--- config.mk ---
export PLATFORM = sky130hd
export DESIGN_NAME = drift_hit_binner
export DESIGN_NICKNAME = d
export VERILOG_FILES = /design/src/rtl/hbin_pkg.sv /design/src/rtl/hbin_locator.sv /design/src/rtl/hbin_wire_cell.sv /design/src/rtl/drift_hit_binner.sv
export SDC_FILE = /design/constraint.sdc
export NUM_CORES = 1
export LEC_CHECK = 0
export ABC_AREA = 1
export ABC_CLOCK_PERIOD_IN_PS = 7400
export BUFFER_PORTS_ARGS = -buffer_cell sky130_fd_sc_hd__buf_4
export CAP_MARGIN = 15
export CELL_PAD_IN_SITES_DETAIL_PLACEMENT = 0
export CELL_PAD_IN_SITES_GLOBAL_PLACEMENT = 1
export CORE_UTILIZATION = 37
export CTS_CLUSTER_SIZE = 25
export DETAILED_ROUTE_END_ITERATION = 8
export PLACE_DENSITY = 0.81
export SLEW_MARGIN = 30
export SYNTH_ARGS = -nofsm -noshare
export SYNTH_HDL_FRONTEND = slang
export SYNTH_SLANG_ARGS = --single-unit
--- constraint.sdc ---
create_clock -name clk -period 7.4 [get_ports clk]
set_input_delay 0.74 -clock clk [delete_from_list [all_inputs] [get_ports clk]]
set_output_delay 0.74 -clock clk [all_outputs]
set_load 0.01 [all_outputs]
--- src/rtl/hbin_pkg.sv ---
package hbin_pkg;
  typedef enum logic {MODE_SIX = 1'b0, MODE_TWO = 1'b1} bin_mode_e;
  localparam int LEGACY_BINS = 2;
endpackage

--- src/rtl/hbin_locator.sv ---
module hbin_locator #(
  parameter int N_BINS = 6,
  parameter int TW     = 8,
  parameter int IW     = $clog2(N_BINS + 1)
) (
  input  logic [TW-1:0]        cnt,
  input  logic [N_BINS*TW-1:0] edges,
  input  logic [TW-1:0]        guard,
  input  logic                 two_bin,
  output logic [IW-1:0]        bin_idx,
  output logic                 in_window,
  output logic                 in_guard,
  output logic                 last_tick
);
  import hbin_pkg::*;

  logic [IW-1:0] nb;
  logic [TW-1:0] start_t;
  logic [TW-1:0] end_t;

  always_comb begin
    nb = two_bin ? IW'(LEGACY_BINS) : IW'(N_BINS);
    bin_idx = '0;
    for (int k = 0; k < N_BINS; k++) begin
      if (IW'(k) < nb && cnt >= edges[k*TW +: TW]) bin_idx = bin_idx + 1'b1;
    end
    start_t = '0;
    end_t   = '0;
    for (int k = 0; k < N_BINS; k++) begin
      if (bin_idx == IW'(k + 1)) start_t = edges[k*TW +: TW];
      if (nb == IW'(k + 1))      end_t   = edges[k*TW +: TW];
    end
    in_window = bin_idx < nb;
    in_guard  = !two_bin && (bin_idx != '0) &&
                ({1'b0, cnt} < ({1'b0, start_t} + {1'b0, guard}));
    last_tick = cnt == end_t - 1'b1;
  end
endmodule

--- src/rtl/hbin_wire_cell.sv ---
module hbin_wire_cell #(
  parameter int N_BINS = 6,
  parameter int IW     = $clog2(N_BINS + 1)
) (
  input  logic              clk,
  input  logic              rst,
  input  logic              clear,
  input  logic              sample,
  input  logic [IW-1:0]     bin_idx,
  input  logic              in_guard,
  input  logic              hit,
  output logic [N_BINS-1:0] flags_next
);
  logic [N_BINS-1:0] flags_q;
  logic              prev_set;

  always_comb begin
    flags_next = flags_q;
    prev_set   = 1'b0;
    for (int k = 1; k < N_BINS; k++) begin
      if (bin_idx == IW'(k)) prev_set = flags_q[k-1];
    end
    for (int k = 0; k < N_BINS; k++) begin
      if (sample && hit && bin_idx == IW'(k) && !(in_guard && prev_set))
        flags_next[k] = 1'b1;
    end
  end

  always_ff @(posedge clk) begin
    if (rst || clear) flags_q <= '0;
    else              flags_q <= flags_next;
  end
endmodule

--- src/rtl/drift_hit_binner.sv ---
module drift_hit_binner #(
  parameter int N_WIRES = 12,
  parameter int N_BINS  = 6,
  parameter int TW      = 8,
  localparam int IW     = $clog2(N_BINS + 1),
  localparam int MAP_W  = N_WIRES * N_BINS
) (
  input  logic                 clk,
  input  logic                 rst,
  input  logic                 xing_start,
  input  logic                 legacy_mode,
  input  logic [N_BINS*TW-1:0] cfg_edges,
  input  logic [TW-1:0]        cfg_guard,
  input  logic [N_WIRES-1:0]   wire_hit,
  output logic [MAP_W-1:0]     map_out,
  output logic                 map_valid
);
  import hbin_pkg::*;

  logic [TW-1:0] cnt_q;
  logic          active_q;
  bin_mode_e     mode_q;
  logic [IW-1:0] bin_idx;
  logic          in_window, in_guard, last_tick, sample;
  logic [N_BINS-1:0] fl_next [N_WIRES];
  logic [MAP_W-1:0]  packed_map;

  hbin_locator #(.N_BINS(N_BINS), .TW(TW), .IW(IW)) u_loc (
    .cnt(cnt_q), .edges(cfg_edges), .guard(cfg_guard),
    .two_bin(mode_q == MODE_TWO), .bin_idx(bin_idx),
    .in_window(in_window), .in_guard(in_guard), .last_tick(last_tick)
  );

  assign sample = active_q && in_window;

  for (genvar w = 0; w < N_WIRES; w++) begin : g_wire
    hbin_wire_cell #(.N_BINS(N_BINS), .IW(IW)) u_cell (
      .clk(clk), .rst(rst), .clear(xing_start), .sample(sample),
      .bin_idx(bin_idx), .in_guard(in_guard), .hit(wire_hit[w]),
      .flags_next(fl_next[w])
    );
  end

  always_comb begin
    packed_map = '0;
    for (int w = 0; w < N_WIRES; w++) begin
      if (mode_q == MODE_TWO) begin
        for (int k = 0; k < LEGACY_BINS; k++)
          packed_map[LEGACY_BINS*w + k] = fl_next[w][k];
      end else begin
        for (int k = 0; k < N_BINS; k++)
          packed_map[N_BINS*w + k] = fl_next[w][k];
      end
    end
  end

  always_ff @(posedge clk) begin
    if (rst) begin
      cnt_q     <= '0;
      active_q  <= 1'b0;
      mode_q    <= MODE_SIX;
      map_out   <= '0;
      map_valid <= 1'b0;
    end else begin
      map_valid <= 1'b0;
      if (active_q && last_tick) begin
        map_out   <= packed_map;
        map_valid <= 1'b1;
        active_q  <= 1'b0;
      end
      if (xing_start) begin
        cnt_q    <= '0;
        active_q <= 1'b1;
        mode_q   <= legacy_mode ? MODE_TWO : MODE_SIX;
      end else if (active_q) begin
        cnt_q <= cnt_q + 1'b1;
      end
    end
  end
endmodule

; Word level (Yosys, flattened, before mapping)
; Index checks and enable logic that the tools add are counted.
[word_totals]
in_bits = 72
register_bits = 155
word_cells = 422
out_inout_bits = 73
[op_classes]
order_cmp = 14
reduce_logical = 196
eq_ne = 13
addsub = 8
n_mux = 174
[ops]
columns = cell, n
row1 = 1-bit logical AND, 178
row2 = 1-bit 2-to-1 mux, 137
row3 = 8-bit 2-to-1 mux, 12
row4 = 8-bit >= comparator, 6
row5 = 6-bit 2-to-1 mux, 8
row6 = 2-bit 2-to-1 mux, 11
row7 = "3-bit == test, second input constant", 6
row8 = 3-bit 2-to-1 mux, 6
row9 = 1-bit zero test, 13
row10 = "3-bit by 1-bit adder with 3-bit output, second input constant", 4
row11 = "3-bit by 2-bit == test with 1-bit output, second input constant", 4
row12 = 8-bit by 8-bit adder with 9-bit output, 1
row13 = 8-bit by 9-bit less-than comparator with 1-bit output, 1
row14 = "8-bit by 1-bit adder with 8-bit output, second input constant", 1
row15 = 8-bit == test, 1
row16 = "8-bit by 1-bit subtractor with 8-bit output, second input constant", 1
row17 = "3-bit by 1-bit == test with 1-bit output, second input constant", 2
row18 = "1-bit by 3-bit less-than comparator with 1-bit output, first input constant", 2
row19 = "2-bit by 3-bit less-than comparator with 1-bit output, first input constant", 2
row20 = "3-bit less-than comparator, first input constant", 2
row21 = 3-bit zero test, 1
row22 = 3-bit less-than comparator, 1
row23 = 3-bit nonzero test, 1
row24 = "1-bit by 1-bit adder with 2-bit output, second input constant", 1
row25 = other kinds (3), 3

; Logic depth before layout (Yosys ltp)
[depth]
ltp_word = 29
mapped_depth = 62
ltp_nobuf = 58

; Cells and area by module
; From an unflattened synthesis, not the netlist that was laid out.
[unflattened]
cells_unflattened = 1569
area_unflattened_um2 = 11155.7
[modules_own_cells]
columns = mod, seq_area_each_um2, instances, cells_each, area_per_inst_um2
row1 = hbin_wire_cell, 120.1, 12, 55, 382.9
row2 = drift_hit_binner, 1661.6, 1, 431, 3557.2
row3 = hbin_locator, 0.0, 1, 478, 3004.1

; Worst setup path before layout
; Ideal clock, no wire load.
[synth_path]
path_kind = input port to flip-flop
from = input cfg_edges[1]
to = register map_out[17]
arrival_ns = 7.352
setup_slack_ns = -0.084
required_ns = 7.268
cell_stages = 57
cell_sequence = inv_1 ha_1 a21boi_0 o21a_1 o21a_1 o211ai_1 nand2_1 nand3_1 nand2_1 inv_1 ha_1 inv_1 nand3_1 nand2_1 ha_1 or2_1 nand2_1 inv_1 [... 21 more ...] xor2_1 ha_1 inv_1 nor3_1 nor2_1 nand3_1 a21oi_1 o21bai_1 a21o_1 a21oi_1 nand2_4 buf_6 a21oi_2 nand2_2 nand2_1 nand2_1 nand2_1 a21oi_1
[synth_via]
elab_chain_cells = 28
[synth_rtl]
columns = item, line_no
row1 = from (decl), drift_hit_binner.sv:12  ; input logic [N_BINS*TW-1:0] cfg_edges,
row2 = 8-bit >= comparator, hbin_locator.sv:25  ; if (IW'(k) < nb && cnt >= edges[k*TW +: TW]) bin_idx = bin_idx + 1'b1;
row3 = 1-bit logical AND, hbin_locator.sv:25
row4 = 1-bit 2-to-1 mux, hbin_locator.sv:25
row5 = 1-bit by 1-bit adder with 2-bit output, hbin_locator.sv:25
row6 = 3-bit 2-to-1 mux, hbin_locator.sv:25
row7 = 3-bit by 1-bit adder with 3-bit output, hbin_locator.sv:25
row8 = 3-bit 2-to-1 mux, hbin_locator.sv:25
row9 = 3-bit by 1-bit adder with 3-bit output, hbin_locator.sv:25
row10 = [... 12 more ...], n/a
row11 = 8-bit by 8-bit adder with 9-bit output, hbin_locator.sv:35  ; ({1'b0, cnt} < ({1'b0, start_t} + {1'b0, guard}));
row12 = 8-bit by 9-bit less-than comparator with 1-bit output, hbin_locator.sv:35
row13 = 1-bit logical AND, hbin_locator.sv:34  ; in_guard = !two_bin && (bin_idx != '0) &&
row14 = 1-bit logical AND, hbin_wire_cell.sv:24  ; if (sample && hit && bin_idx == IW'(k) && !(in_guard && prev_set))
row15 = 1-bit zero test, hbin_wire_cell.sv:24
row16 = 1-bit logical AND, hbin_wire_cell.sv:24
row17 = 1-bit 2-to-1 mux, hbin_wire_cell.sv:24
row18 = 2-bit 2-to-1 mux, drift_hit_binner.sv:47  ; if (mode_q == MODE_TWO) begin
row19 = to (signal assigned), drift_hit_binner.sv:67  ; map_out <= packed_map;
row20 = to (decl), drift_hit_binner.sv:15  ; output logic [MAP_W-1:0] map_out,
; Parallel ways exist; a longest one is shown, timed or not.
; A chain may end at the register's enable or synchronous reset.

; Worst setup path after layout
[layout_path]
from = input cfg_edges[1]
to = register map_out[61]
[layout_via]
elab_chain_cells = 28
[layout_rtl]
columns = item, line_no
row1 = 8-bit >= comparator, hbin_locator.sv:25
row2 = 1-bit logical AND, hbin_locator.sv:25
row3 = 1-bit 2-to-1 mux, hbin_locator.sv:25
row4 = 1-bit by 1-bit adder with 2-bit output, hbin_locator.sv:25
row5 = 3-bit 2-to-1 mux, hbin_locator.sv:25
row6 = 3-bit by 1-bit adder with 3-bit output, hbin_locator.sv:25
row7 = 3-bit 2-to-1 mux, hbin_locator.sv:25
row8 = 3-bit by 1-bit adder with 3-bit output, hbin_locator.sv:25
row9 = [... 12 more ...], n/a
row10 = 8-bit by 8-bit adder with 9-bit output, hbin_locator.sv:35
row11 = 8-bit by 9-bit less-than comparator with 1-bit output, hbin_locator.sv:35
row12 = 1-bit logical AND, hbin_locator.sv:34
row13 = 1-bit logical AND, hbin_wire_cell.sv:24
row14 = 1-bit zero test, hbin_wire_cell.sv:24
row15 = 1-bit logical AND, hbin_wire_cell.sv:24
row16 = 1-bit 2-to-1 mux, hbin_wire_cell.sv:24
row17 = 6-bit 2-to-1 mux, drift_hit_binner.sv:47
; Parallel ways exist; a longest one is shown, timed or not.

==> results_dict.tcl <==
set metrics [dict create \
    async_flop_share_pct 0 \
    ys_types 55 \
    cts_buffer_depth 2 \
    cp_slowest_stage_delay_ns 0.39 \
    diodes 0 \
    netlist_area_sq_um 9480 \
    highest_layer "met4" \
    ys_seq_area_share_pct 32.7 \
    clk_pin_slew_worst_paths_ns 0.06 \
    drive_gt1_share_pct 31.8 \
    p_switching_mw 0.471 \
    setup-violations-final 0 \
    finalCritPeriodShare_pct 99.6 \
    insertion_delay_ns 0.43 \
    die_y_microns 162 \
    syn_inst 1362 \
    core_sq_um 25200 \
    clockPowerShare_pct 43.3 \
    max_freq_ghz 0.136 \
    grt_overflow 0 \
    slowest_stage "fa_2" \
    std_cell_rows 58 \
    routedWlPerCell_microns 16.6 \
    power.density_nw_per_um2 144 \
    yosys_warnings 0 \
    dieArea_sq_um 26300 \
    required_ns 7.68 \
    cp-end-kind "flop" \
    layout.cells.most_common "nand2_1" \
    holdWs_ns 0.463 \
    finalHoldViolCount 0 \
    fin_tns_setup_ns 0 \
    skew_ns 0.00963 \
    synthToLayoutAreaGrowth_pct 37.1 \
    synth_area_leaders "dfxtp_1 (33%), nand2_1 (14%), ha_1 (9.5%)" \
    leakage_nw 6.11 \
    worstPathMaxFanout 6 \
    syn_avg_cell_area_sq_um 6.96 \
    m1WireLength_microns 14700 \
    cts-buffers-inserted 17 \
    wl_met2_microns 14600 \
    cp-start-kind "input pin" \
    port_buffers 144 \
    cts.sinks 155 \
    grt_pass1_wl_microns 47700 \
    p_sw_share_pct 25.2 \
    tightest_slew_ns 1.00 \
    synth_top_area_share_pct 32.7 \
    hpwl_microns 22100 \
    grt_pass1_vias 8745 \
    synth_nets 1507 \
    clock-root-buffer "clkbuf_16" \
    finalMaxSlewViolations 0 \
    rsz0062_at_grt "true" \
    vias_per_cell 5.03 \
    crit_path_frequent_cell "nand2_1" \
    power.internal_mw 1.40 \
    ant_nets 0 \
    nets 1719 \
    mostFrequentLayoutCells "nand2_1 (295), buf_4 (230), inv_1 (185), dfxtp_1 (153), a21oi_1 (126)" \
    status "finished clean" \
    synth_edf_count 0 \
    hold_path.class "flop to flop" \
    ys_seq_elements 155 \
    nFillCells 2479 \
    drt_iter0_markers 776 \
    combPwrFrac_pct 11.6 \
    path_class "input pin to flop" \
    io_pins 145 \
    yosys.area.top_type "dfxtp_1" \
    routed_wl_microns 31700 \
    grtUsageTotal_pct 23.5 \
    tritoncts "built" \
    drc_errors 0 \
    multiInputGateArea_sq_um 6240 \
    period_needed_ns 7.37 \
    cap_viol_max_count 0 \
    gp_congestion 0.965 \
    die_w_microns 162 \
    vias 9633 \
    crit_arrival_ns 7.65 \
    cts_max_level 4 \
    initial_core_util_pct 37.6 \
    first_pass_iters 5 \
    grt_max_degree 78 \
    relSlewSlack_pct 33.3 \
    ff_latch_area_sq_um 3110 \
    vdd_drop_max_mv 0.172 \
    antenna_found_initial 0 \
    power_frac_seq_pct 45.0 \
    wl_met3_microns 1790 \
    synth_ff_type "dfxtp_1" \
]
[flip-flops by register name (all words and copies together) (netlist names)]
signal and cells:
active_q 1, map_out 72, cnt_q 8, mode_q 1, g_wire.u_cell.flags_q 72, map_valid 1
[stage by stage]
stage          utilization, %  setup slack, ns  power (mW)  area, sq um  instances
2_1_floorplan               -          0.00746       0.963         9490       1362
3_3_place_gp             44.9           -0.502        1.05        11300       1867
3_5_place_dp             45.0           -0.611        1.05        11300       1868
4_1_cts                  47.7           0.0492        1.85        12000       1904
5_1_grt                  51.6           -0.382        1.93        13000       1914
6_report                 51.6           0.0260        1.87        13000       1914
[metal layers]
layer  vias up  global-route usage, %
met1      4458                   33.3
met3        44                   3.65
met4         0                   6.22
li1       4846                      -
met5         -                      0
met2       285                   37.0
[worst max-delay path, delay by kind of cell]
kind	cells	cell delay [ns]
and+or+nand+nor	23	2.16
adders and majority gates	7	1.76
xor gates and xnor gates	1	0.17
buffers and inverters	12	1.01
AOI/OAI and AO/OA	12	1.79
[area by class of cell]
cell class	count	area share, %
Clock buffer	22	3.57
Clock inverter	7	0.539
Inverter	201	5.90
Multi-Input combinational cell	952	48.0
Sequential cell	155	23.9
Tap cell	330	3.18
Timing Repair Buffer	247	14.9
[worst paths after layout]
kind                      from     endpoint  slack, ns  cells past startpoint
hold reg to reg    map_out[41]  map_out[41]       0.46                      2
setup reg to reg      cnt_q[1]  map_out[61]       0.08                     53
hold / removal     map_out[41]  map_out[41]       0.46                      2
setup / recovery  cfg_edges[1]  map_out[61]       0.03                     55
[power groups by stage]
stage | Combinational (mW) | Sequential [mW] | Clock, mW
after CTS | 0.198 | 0.841 | 0.815
after detailed placement | 0.189 | 0.859 | 0
final | 0.217 | 0.841 | 0.809
after global routing | 0.236 | 0.841 | 0.852
after global placement | 0.187 | 0.859 | 0
after floorplan | 0.105 | 0.858 | 0
[repair_timing]
action,CTS,global route
endpoints found under the setup margin,42,120
hold buffers,0,0
endpoints found under the hold margin,0,0
buffers inserted,5,13
gates resized for setup,16,230
gates cloned,2,0
pin swaps,5,73
[synthesized netlist by cell type (12+ instances only)]
master    instances
nand4_1          15
a21oi_1         169
inv_1           194
o21bai_1         20
dfxtp_1         155
clkbuf_1         20
nand2_2          24
nand3_1          73
nor2_1           71
nand2_1         357
ha_1             72
o21ai_1          12
o21ai_0          35
buf_2            20
[logic make-up after synthesis]
family,Yosys count,share of synthesized area (%)
AO/OA/AOI/OAI,286,17.9
flip-flops,155,32.7
AND/OR/NAND/NOR,573,26.4
XOR/XNOR,18,1.66
buffers and inverters,257,11.5
adder cells (fa/ha/maj),73,9.72
No activity file was read; power rests on OpenSTA's default activity.
